===== src/rtl/ctx_stack_pkg.sv =====
package ctx_stack_pkg;
  typedef enum logic [2:0] {
    OP_CALL    = 3'd0,
    OP_INTR    = 3'd1,
    OP_RET     = 3'd2,
    OP_PUSH_SB = 3'd3,
    OP_POP_SB  = 3'd4
  } op_e;

  localparam logic [2:0] OP_LAST = 3'd4;
endpackage


===== src/rtl/ctx_sp_reg.sv =====
module ctx_sp_reg #(
  parameter int unsigned SP_W  = 8,
  parameter int unsigned CNT_W = 3
) (
  input  logic             clk_i,
  input  logic             rst_ni,
  input  logic             wr_en_i,
  input  logic [SP_W-1:0]  wr_val_i,
  input  logic             mv_en_i,
  input  logic             mv_dn_i,
  input  logic [CNT_W-1:0] mv_amt_i,
  output logic [SP_W-1:0]  sp_o
);
  logic [SP_W-1:0] sp_q;

  // amounts are always even, so bit 0 never moves
  always_ff @(posedge clk_i or negedge rst_ni) begin
    if (!rst_ni) sp_q <= '0;
    else if (mv_en_i) sp_q <= mv_dn_i ? sp_q - SP_W'(mv_amt_i) : sp_q + SP_W'(mv_amt_i);
    else if (wr_en_i) sp_q <= {wr_val_i[SP_W-1:1], 1'b0};
  end

  assign sp_o = sp_q;
endmodule


===== src/rtl/ctx_pc_reg.sv =====
module ctx_pc_reg #(
  parameter int unsigned PC_W    = 15,
  parameter logic [PC_W-1:0] RST_VEC = '0
) (
  input  logic            clk_i,
  input  logic            rst_ni,
  input  logic            ld_en_i,
  input  logic [PC_W-1:0] ld_val_i,
  output logic [PC_W-1:0] pc_o
);
  logic [PC_W-1:0] pc_q;

  always_ff @(posedge clk_i or negedge rst_ni) begin
    if (!rst_ni) pc_q <= RST_VEC;
    else if (ld_en_i) pc_q <= ld_val_i;
  end

  assign pc_o = pc_q;
endmodule


===== src/rtl/ctx_seq.sv =====
module ctx_seq
  import ctx_stack_pkg::*;
#(
  parameter int unsigned NIB_W      = 4,
  parameter int unsigned SP_W       = 8,
  parameter int unsigned BANK_W     = 4,
  parameter int unsigned PC_W       = 15,
  parameter int unsigned VEC_W      = 14,
  parameter int unsigned PSW_W      = 8,
  parameter int unsigned FRAME_NIBS = 6,
  parameter int unsigned SB_NIBS    = 2,
  parameter int unsigned CNT_W      = 3,
  localparam int unsigned FRAME_W   = FRAME_NIBS * NIB_W,
  localparam int unsigned ADDR_W    = BANK_W + SP_W
) (
  input  logic               clk_i,
  input  logic               rst_ni,
  input  logic               req_i,
  input  logic [2:0]         op_i,
  input  logic [SP_W-1:0]    sp_i,
  input  logic [PC_W-1:0]    pc_i,
  input  logic [PSW_W-1:0]   psw_i,
  input  logic [NIB_W-1:0]   smb_i,
  input  logic [NIB_W-1:0]   srb_i,
  input  logic [PC_W-1:0]    tgt_i,
  input  logic [VEC_W-1:0]   vec_i,
  output logic               busy_o,
  output logic               done_o,
  output logic               finish_o,
  output op_e                op_o,
  output logic [FRAME_W-1:0] pop_data_o,
  output logic [PC_W-1:0]    jump_o,
  output logic               ram_we_o,
  output logic               ram_re_o,
  output logic [ADDR_W-1:0]  ram_addr_o,
  output logic [NIB_W-1:0]   ram_wdata_o,
  input  logic [NIB_W-1:0]   ram_rdata_i
);
  logic               busy_q, done_q;
  op_e                op_q;
  logic [CNT_W-1:0]   cnt_q, n_nib;
  logic [FRAME_W-1:0] frame_q, shift_q, push_frame;
  logic [PC_W-1:0]    tgt_q;
  logic [SP_W-1:0]    off;
  logic               is_pop, is_sb, accept, last_push, last_pop;

  assign is_pop = (op_q == OP_RET) || (op_q == OP_POP_SB);
  assign is_sb  = (op_q == OP_PUSH_SB) || (op_q == OP_POP_SB);
  assign n_nib  = is_sb ? CNT_W'(SB_NIBS) : CNT_W'(FRAME_NIBS);
  assign accept = req_i && !busy_q && (op_i <= OP_LAST);

  assign last_push = busy_q && !is_pop && (cnt_q == n_nib - CNT_W'(1));
  assign last_pop  = busy_q && is_pop && (cnt_q == n_nib);
  assign finish_o  = last_push || last_pop;

  // frame image, first nibble to write in the top position
  assign push_frame = (op_i == OP_PUSH_SB)
      ? FRAME_W'({smb_i, srb_i}) << (FRAME_W - SB_NIBS * NIB_W)
      : FRAME_W'({pc_i, psw_i});

  assign off         = is_pop ? sp_i + SP_W'(cnt_q) : sp_i - SP_W'(cnt_q) - SP_W'(1);
  assign ram_we_o    = busy_q && !is_pop;
  assign ram_re_o    = busy_q && is_pop && (cnt_q < n_nib);
  assign ram_addr_o  = {BANK_W'(0), off};
  assign ram_wdata_o = frame_q[FRAME_W-1 -: NIB_W];
  assign pop_data_o  = {ram_rdata_i, shift_q[FRAME_W-1:NIB_W]};

  always_ff @(posedge clk_i or negedge rst_ni) begin
    if (!rst_ni) begin
      busy_q  <= 1'b0;
      done_q  <= 1'b0;
      op_q    <= OP_CALL;
      cnt_q   <= '0;
      frame_q <= '0;
      shift_q <= '0;
      tgt_q   <= '0;
    end else begin
      done_q <= finish_o;
      if (accept) begin
        busy_q  <= 1'b1;
        op_q    <= op_e'(op_i);
        cnt_q   <= '0;
        frame_q <= push_frame;
        shift_q <= '0;
        tgt_q   <= (op_i == OP_INTR) ? PC_W'(vec_i) : tgt_i;
      end else if (busy_q) begin
        cnt_q <= cnt_q + CNT_W'(1);
        if (!is_pop) frame_q <= frame_q << NIB_W;
        else if (cnt_q != '0) shift_q <= pop_data_o;
        if (finish_o) busy_q <= 1'b0;
      end
    end
  end

  assign busy_o = busy_q;
  assign done_o = done_q;
  assign op_o   = op_q;
  assign jump_o = tgt_q;
endmodule


===== src/rtl/ctx_stack.sv =====
module ctx_stack
  import ctx_stack_pkg::*;
#(
  parameter int unsigned NIB_W  = 4,
  parameter int unsigned SP_W   = 8,
  parameter int unsigned BANK_W = 4,
  parameter int unsigned PC_W   = 15,
  parameter int unsigned VEC_W  = 14,
  parameter int unsigned PSW_W  = 8,
  parameter logic [PC_W-1:0] RST_VEC = '0,
  localparam int unsigned ADDR_W     = BANK_W + SP_W,
  localparam int unsigned FRAME_NIBS = (PC_W + PSW_W + NIB_W - 1) / NIB_W,
  localparam int unsigned SB_NIBS    = 2,
  localparam int unsigned FRAME_W    = FRAME_NIBS * NIB_W,
  localparam int unsigned CNT_W      = $clog2(FRAME_NIBS + 1)
) (
  input  logic              clk_i,
  input  logic              rst_ni,
  input  logic              req_i,
  input  logic [2:0]        op_i,
  output logic              busy_o,
  output logic              done_o,
  input  logic              sp_we_i,
  input  logic [SP_W-1:0]   sp_wdata_i,
  output logic [SP_W-1:0]   sp_o,
  input  logic              pc_ld_i,
  input  logic [PC_W-1:0]   pc_nxt_i,
  input  logic [PC_W-1:0]   tgt_i,
  input  logic [VEC_W-1:0]  vec_i,
  output logic [PC_W-1:0]   pc_o,
  input  logic [PSW_W-1:0]  psw_i,
  output logic [PSW_W-1:0]  psw_o,
  input  logic [NIB_W-1:0]  smb_i,
  input  logic [NIB_W-1:0]  srb_i,
  output logic [NIB_W-1:0]  smb_o,
  output logic [NIB_W-1:0]  srb_o,
  output logic              ram_we_o,
  output logic              ram_re_o,
  output logic [ADDR_W-1:0] ram_addr_o,
  output logic [NIB_W-1:0]  ram_wdata_o,
  input  logic [NIB_W-1:0]  ram_rdata_i
);
  logic               finish;
  op_e                op_cur;
  logic [FRAME_W-1:0] pop_data;
  logic [PC_W-1:0]    jump;
  logic               is_pop, is_sb, pc_ld_en;
  logic [PC_W-1:0]    pc_ld_val;

  ctx_seq #(
    .NIB_W(NIB_W), .SP_W(SP_W), .BANK_W(BANK_W), .PC_W(PC_W), .VEC_W(VEC_W),
    .PSW_W(PSW_W), .FRAME_NIBS(FRAME_NIBS), .SB_NIBS(SB_NIBS), .CNT_W(CNT_W)
  ) u_seq (
    .clk_i, .rst_ni, .req_i, .op_i,
    .sp_i(sp_o), .pc_i(pc_o), .psw_i, .smb_i, .srb_i, .tgt_i, .vec_i,
    .busy_o, .done_o, .finish_o(finish), .op_o(op_cur), .pop_data_o(pop_data),
    .jump_o(jump), .ram_we_o, .ram_re_o, .ram_addr_o, .ram_wdata_o, .ram_rdata_i
  );

  assign is_pop = (op_cur == OP_RET) || (op_cur == OP_POP_SB);
  assign is_sb  = (op_cur == OP_PUSH_SB) || (op_cur == OP_POP_SB);

  ctx_sp_reg #(.SP_W(SP_W), .CNT_W(CNT_W)) u_sp (
    .clk_i, .rst_ni,
    .wr_en_i(sp_we_i && !busy_o), .wr_val_i(sp_wdata_i),
    .mv_en_i(finish), .mv_dn_i(!is_pop),
    .mv_amt_i(is_sb ? CNT_W'(SB_NIBS) : CNT_W'(FRAME_NIBS)),
    .sp_o
  );

  always_comb begin
    pc_ld_en  = 1'b0;
    pc_ld_val = pc_nxt_i;
    if (finish) begin
      if (op_cur == OP_CALL || op_cur == OP_INTR) begin
        pc_ld_en  = 1'b1;
        pc_ld_val = jump;
      end else if (op_cur == OP_RET) begin
        pc_ld_en  = 1'b1;
        pc_ld_val = pop_data[PSW_W +: PC_W];
      end
    end else if (pc_ld_i && !busy_o) begin
      pc_ld_en = 1'b1;
    end
  end

  ctx_pc_reg #(.PC_W(PC_W), .RST_VEC(RST_VEC)) u_pc (
    .clk_i, .rst_ni, .ld_en_i(pc_ld_en), .ld_val_i(pc_ld_val), .pc_o
  );

  always_ff @(posedge clk_i or negedge rst_ni) begin
    if (!rst_ni) begin
      psw_o <= '0;
      smb_o <= '0;
      srb_o <= '0;
    end else if (finish) begin
      if (op_cur == OP_RET) psw_o <= pop_data[PSW_W-1:0];
      if (op_cur == OP_POP_SB) begin
        smb_o <= pop_data[FRAME_W-1 -: NIB_W];
        srb_o <= pop_data[FRAME_W-NIB_W-1 -: NIB_W];
      end
    end
  end
endmodule


===== config.mk =====
export PLATFORM = sky130hd
export DESIGN_NAME = ctx_stack
export DESIGN_NICKNAME = d
export VERILOG_FILES = /design/src/rtl/ctx_stack_pkg.sv /design/src/rtl/ctx_sp_reg.sv /design/src/rtl/ctx_pc_reg.sv /design/src/rtl/ctx_seq.sv /design/src/rtl/ctx_stack.sv
export SDC_FILE = /design/constraint.sdc
export NUM_CORES = 1
export LEC_CHECK = 0
export BUFFER_PORTS_ARGS = -buffer_cell sky130_fd_sc_hd__buf_4
export CAP_MARGIN = 5
export CORE_MARGIN = 2
export CORE_UTILIZATION = 40
export DETAILED_ROUTE_END_ITERATION = 7
export GPL_TIMING_DRIVEN = 0
export PLACE_DENSITY = 0.64
export SYNTH_ARGS = -nofsm -noshare
export SYNTH_HDL_FRONTEND = slang
export SYNTH_SLANG_ARGS = --single-unit

===== constraint.sdc =====
create_clock -name clk_i -period 5.7 [get_ports clk_i]
set_input_delay 0.285 -clock clk_i [delete_from_list [all_inputs] [get_ports clk_i]]
set_output_delay 0.285 -clock clk_i [all_outputs]
set_load 0.02 [all_outputs]

==> impl_results.md <==
- Yosys cell types: 54
- Peak supply drop: 0.222 mV
- Via count: 4973
- Share of cells above drive strength 1: 0.263
- Yosys warning count: 0
- DP Wirelength: 12300 µm
- Clock power frac: 0.136
- Crit share post-route: 0.511
- Number of synthesized flops with an enable pin: 0
- Register area share after synthesis: 0.467
- Reg2Reg Depth: 11
- Slew at the pin with the worst max-slew slack: 1.07 ns
- Req. time, crit path: 5.96 ns
- Root buf cell: clkbuf_16
- CTS sink cnt: 105
- Tot Pwr: 4340 µW
- Final Hold Viols: 0
- Port bufs: 132
- Hold Crit Class: in -> reg
- Worst-path clk slew: 0.07 ns
- Clk_lat worst skew: 0.35 ns
- FF-to-FF End: u_sp.sp_o[7]
- Crit Path Class: reg -> reg
- Core Region: 13800 µm²
- # IOs: 139
- Final setup TNS: 0 ns
- Mapped Area: 5620 µm²
- Fillers: 1324
- Crit Path Max Fanout: 10
- Setup violators final: 0
- Most common cell in the netlist: nand2_1
- Area post-placement: 6890 µm²
- CTS Buf Count: 9
- Max Fclk: 0.343 GHz
- Min Tclk post-route: 2.91 ns
- Via/cell ratio: 5.34
- Reg2reg start: u_seq.op_o[2]
- Fin nets: 845
- Antenna violations before repair: 0
- Clk buf depth: 2
- Routed Antenna Nets: 0
- Area share of the largest cell type after synthesis: 0.467
- Post-layout instance area: 7180 µm²
- Ys flop type: dfrtp_1
- Drt total wl: 16000 µm
- Final Max Slew Viols: 0
- Ys async rst share: 1.00
- Fin Clk Skew: 0.00645 ns
- CTS tree: done
- Initial Util: 0.407
- Max-Cap Viols: 0
- Synth top area cells: dfrtp_1 47%, nand2_1 10%, mux2i_1 5.3%, a31oi_1 3.9%, a21oi_1 3.5%
- Net switching power figure: 1970 µW
- Critical Path Source: u_seq.op_o[2]
- Num rows: 43
- R2r setup slk: 2.79 ns
- Vias in the first global route: 4861
- Post_cts resized: 0
- Die width: 123 µm
- GRT Util Overall: 0.222
- Logic pwr share: 0.551
- Sequential Power Share: 0.313
- Fin Hold WS: 0.174 ns
- Wire length per cell: 17.2 µm
- Global-route wire length before repair: 25600 µm
- Grt ovf: 0
- Layout Cells excl Fill: 932
- Post-Syn Instances: 597
- Residual DRC count: 0
- Largest net degree at the start of global routing: 70
- H-tree Lvls: 3
- Mean post-synth cell area: 9.42 µm²
- Rel. slew slack: 0.281
- Total die area: 15000 µm²
- Yosys reg bits: 105
- Gpl congestion: 0.837
- Crit. End Element: flop
- Commonest cells in the netlist: 152 x nand2_1, 105 x dfrtp_1, 39 x a21oi_1, 35 x a31oi_1, 30 x mux2i_1
- Ant diodes: 0
- Status: finished clean
- TritonRoute pass-1 iters: 8
- LEAKAGE: 0.00339 µW
- Pint: 2370 µW
- Leading area contributor after synthesis: dfrtp_1
- Layout area overhead: 27.6%
- Die Y: 123 µm
- P per Cell Area: 605 nW/µm²
- DRT iter0 DRCs: 394
- CP Launch Type: flop
- Crit path capture: u_sp.sp_o[7]
- Net Sw Frac: 0.454
- RSZ-0062 raised after global routing: no
- Worst Path Arrival: 3.17 ns
- Placed cell count: 916
## power groups by stage
| stage | sequential (µW) | clock, µW | combinational (µW) |
|---|---|---|---|
| after floorplan | 1400 | 0 | 1510 |
| after global placement | 1350 | 0 | 2330 |
| after detailed placement | 1370 | 0 | 2390 |
| after CTS | 1350 | 606 | 2400 |
| after global routing | 1390 | 637 | 2640 |
| final | 1360 | 591 | 2390 |
## state kept, by name (all words and copies together) (netlist names), 3 cells and up
name           count
u_seq.frame_q     24
u_seq.shift_q     20
u_pc.pc_o         15
u_seq.jump_o      15
psw_o              8
u_sp.sp_o          7
smb_o              4
srb_o              4
u_seq.cnt_q        3
u_seq.op_o         3
## metal layers
metal | vias to the layer above | global-route usage | part of all wire
met1 | 2405 | 0.302 | 0.45
met3 | 25 | 0.0474 | 0.052
met2 | 154 | 0.355 | 0.48
met4 | 0 | 0.0711 | 0.023
met5 | - | 0 | 0
li1 | 2389 | - | -
## placed cells by master, fill, tap and decap left out, types with 4 or more instances in the layout
cell,count
dfrtp_1,105
nand3_1,5
clkbuf_1,25
xnor2_1,5
o211ai_1,16
nor2b_1,5
nand2_1,152
buf_2,6
ha_1,14
and3_1,7
xor2_1,6
mux2_1,4
a32o_1,4
nor2_1,26
or2_2,5
inv_1,7
buf_4,146
a22o_1,5
o21ai_0,21
a21oi_1,39
conb_1,7
clkbuf_16,9
a31oi_1,35
mux2_2,14
o221a_2,4
a211oi_1,4
mux2i_1,30
## worst min path at each step
stage	start	to	slack, ns	cells past startpoint
2_1_floorplan	rst_ni	psw_o[0]	-0.01	0
3_3_place_gp	u_seq.jump_o[6]	u_seq.jump_o[6]	0.47	2
3_5_place_dp	rst_ni	psw_o[1]	0.30	1
4_1_cts	op_i[2]	u_seq.op_o[2]	0.16	3
5_1_grt	psw_i[3]	u_seq.frame_q[3]	0.17	2
6_report	op_i[2]	u_seq.op_o[2]	0.17	3
## layout make-up
class	instances	area (µm²)	area share
multi-input combinational	442	2740	0.382
sequential	105	2630	0.366
timing repair buffer	134	1030	0.143
buffer	47	244	0.0340
clock buffer	9	225	0.0314
tap	180	225	0.0314
clock inverter	6	51.3	0.00715
inverter	9	33.8	0.00471
## critical path: stages, from the launching register on
cell and delay (ns):
dfrtp_1 0.37, buf_4 0.17, xnor2_4 0.16, nor2_8 0.17
buf_2 0.25, inv_1 0.15, ha_1 0.37, a211oi_1 0.26
nor2_1 0.11, o311a_1 0.32, o211a_1 0.24, nor4_1 0.26
## stage by stage
stage / setup WS, ns / util
global route: 2.60 / 0.519
CTS: 2.80 / 0.519
detailed placement: 2.81 / 0.498
floorplan: 3.11 / -
finish: 2.79 / 0.519
global placement: 2.89 / 0.496
## cell families (layout without fill, tap and decap cells)
logic type                 count (synthesis)  after routing  synth area share
DFF                                      105            105             0.467
adders and majority gates                 17             17            0.0418
xor gates and xnor gates                  12             12            0.0220
AOI/OAI and AO/OA                        142            142             0.162
other                                      1              7          0.000667
and+or+nand+nor                          215            215             0.164
buffers and inverters                     56            205            0.0494
muxes                                     49             49            0.0934
## what timing repair did
item / in CTS / in global routing
endpoints found under the hold margin: 36 / 0
hold buffers: 1 / 0
buffers inserted: 0 / 0
Power figures use the tool's default switching activity.
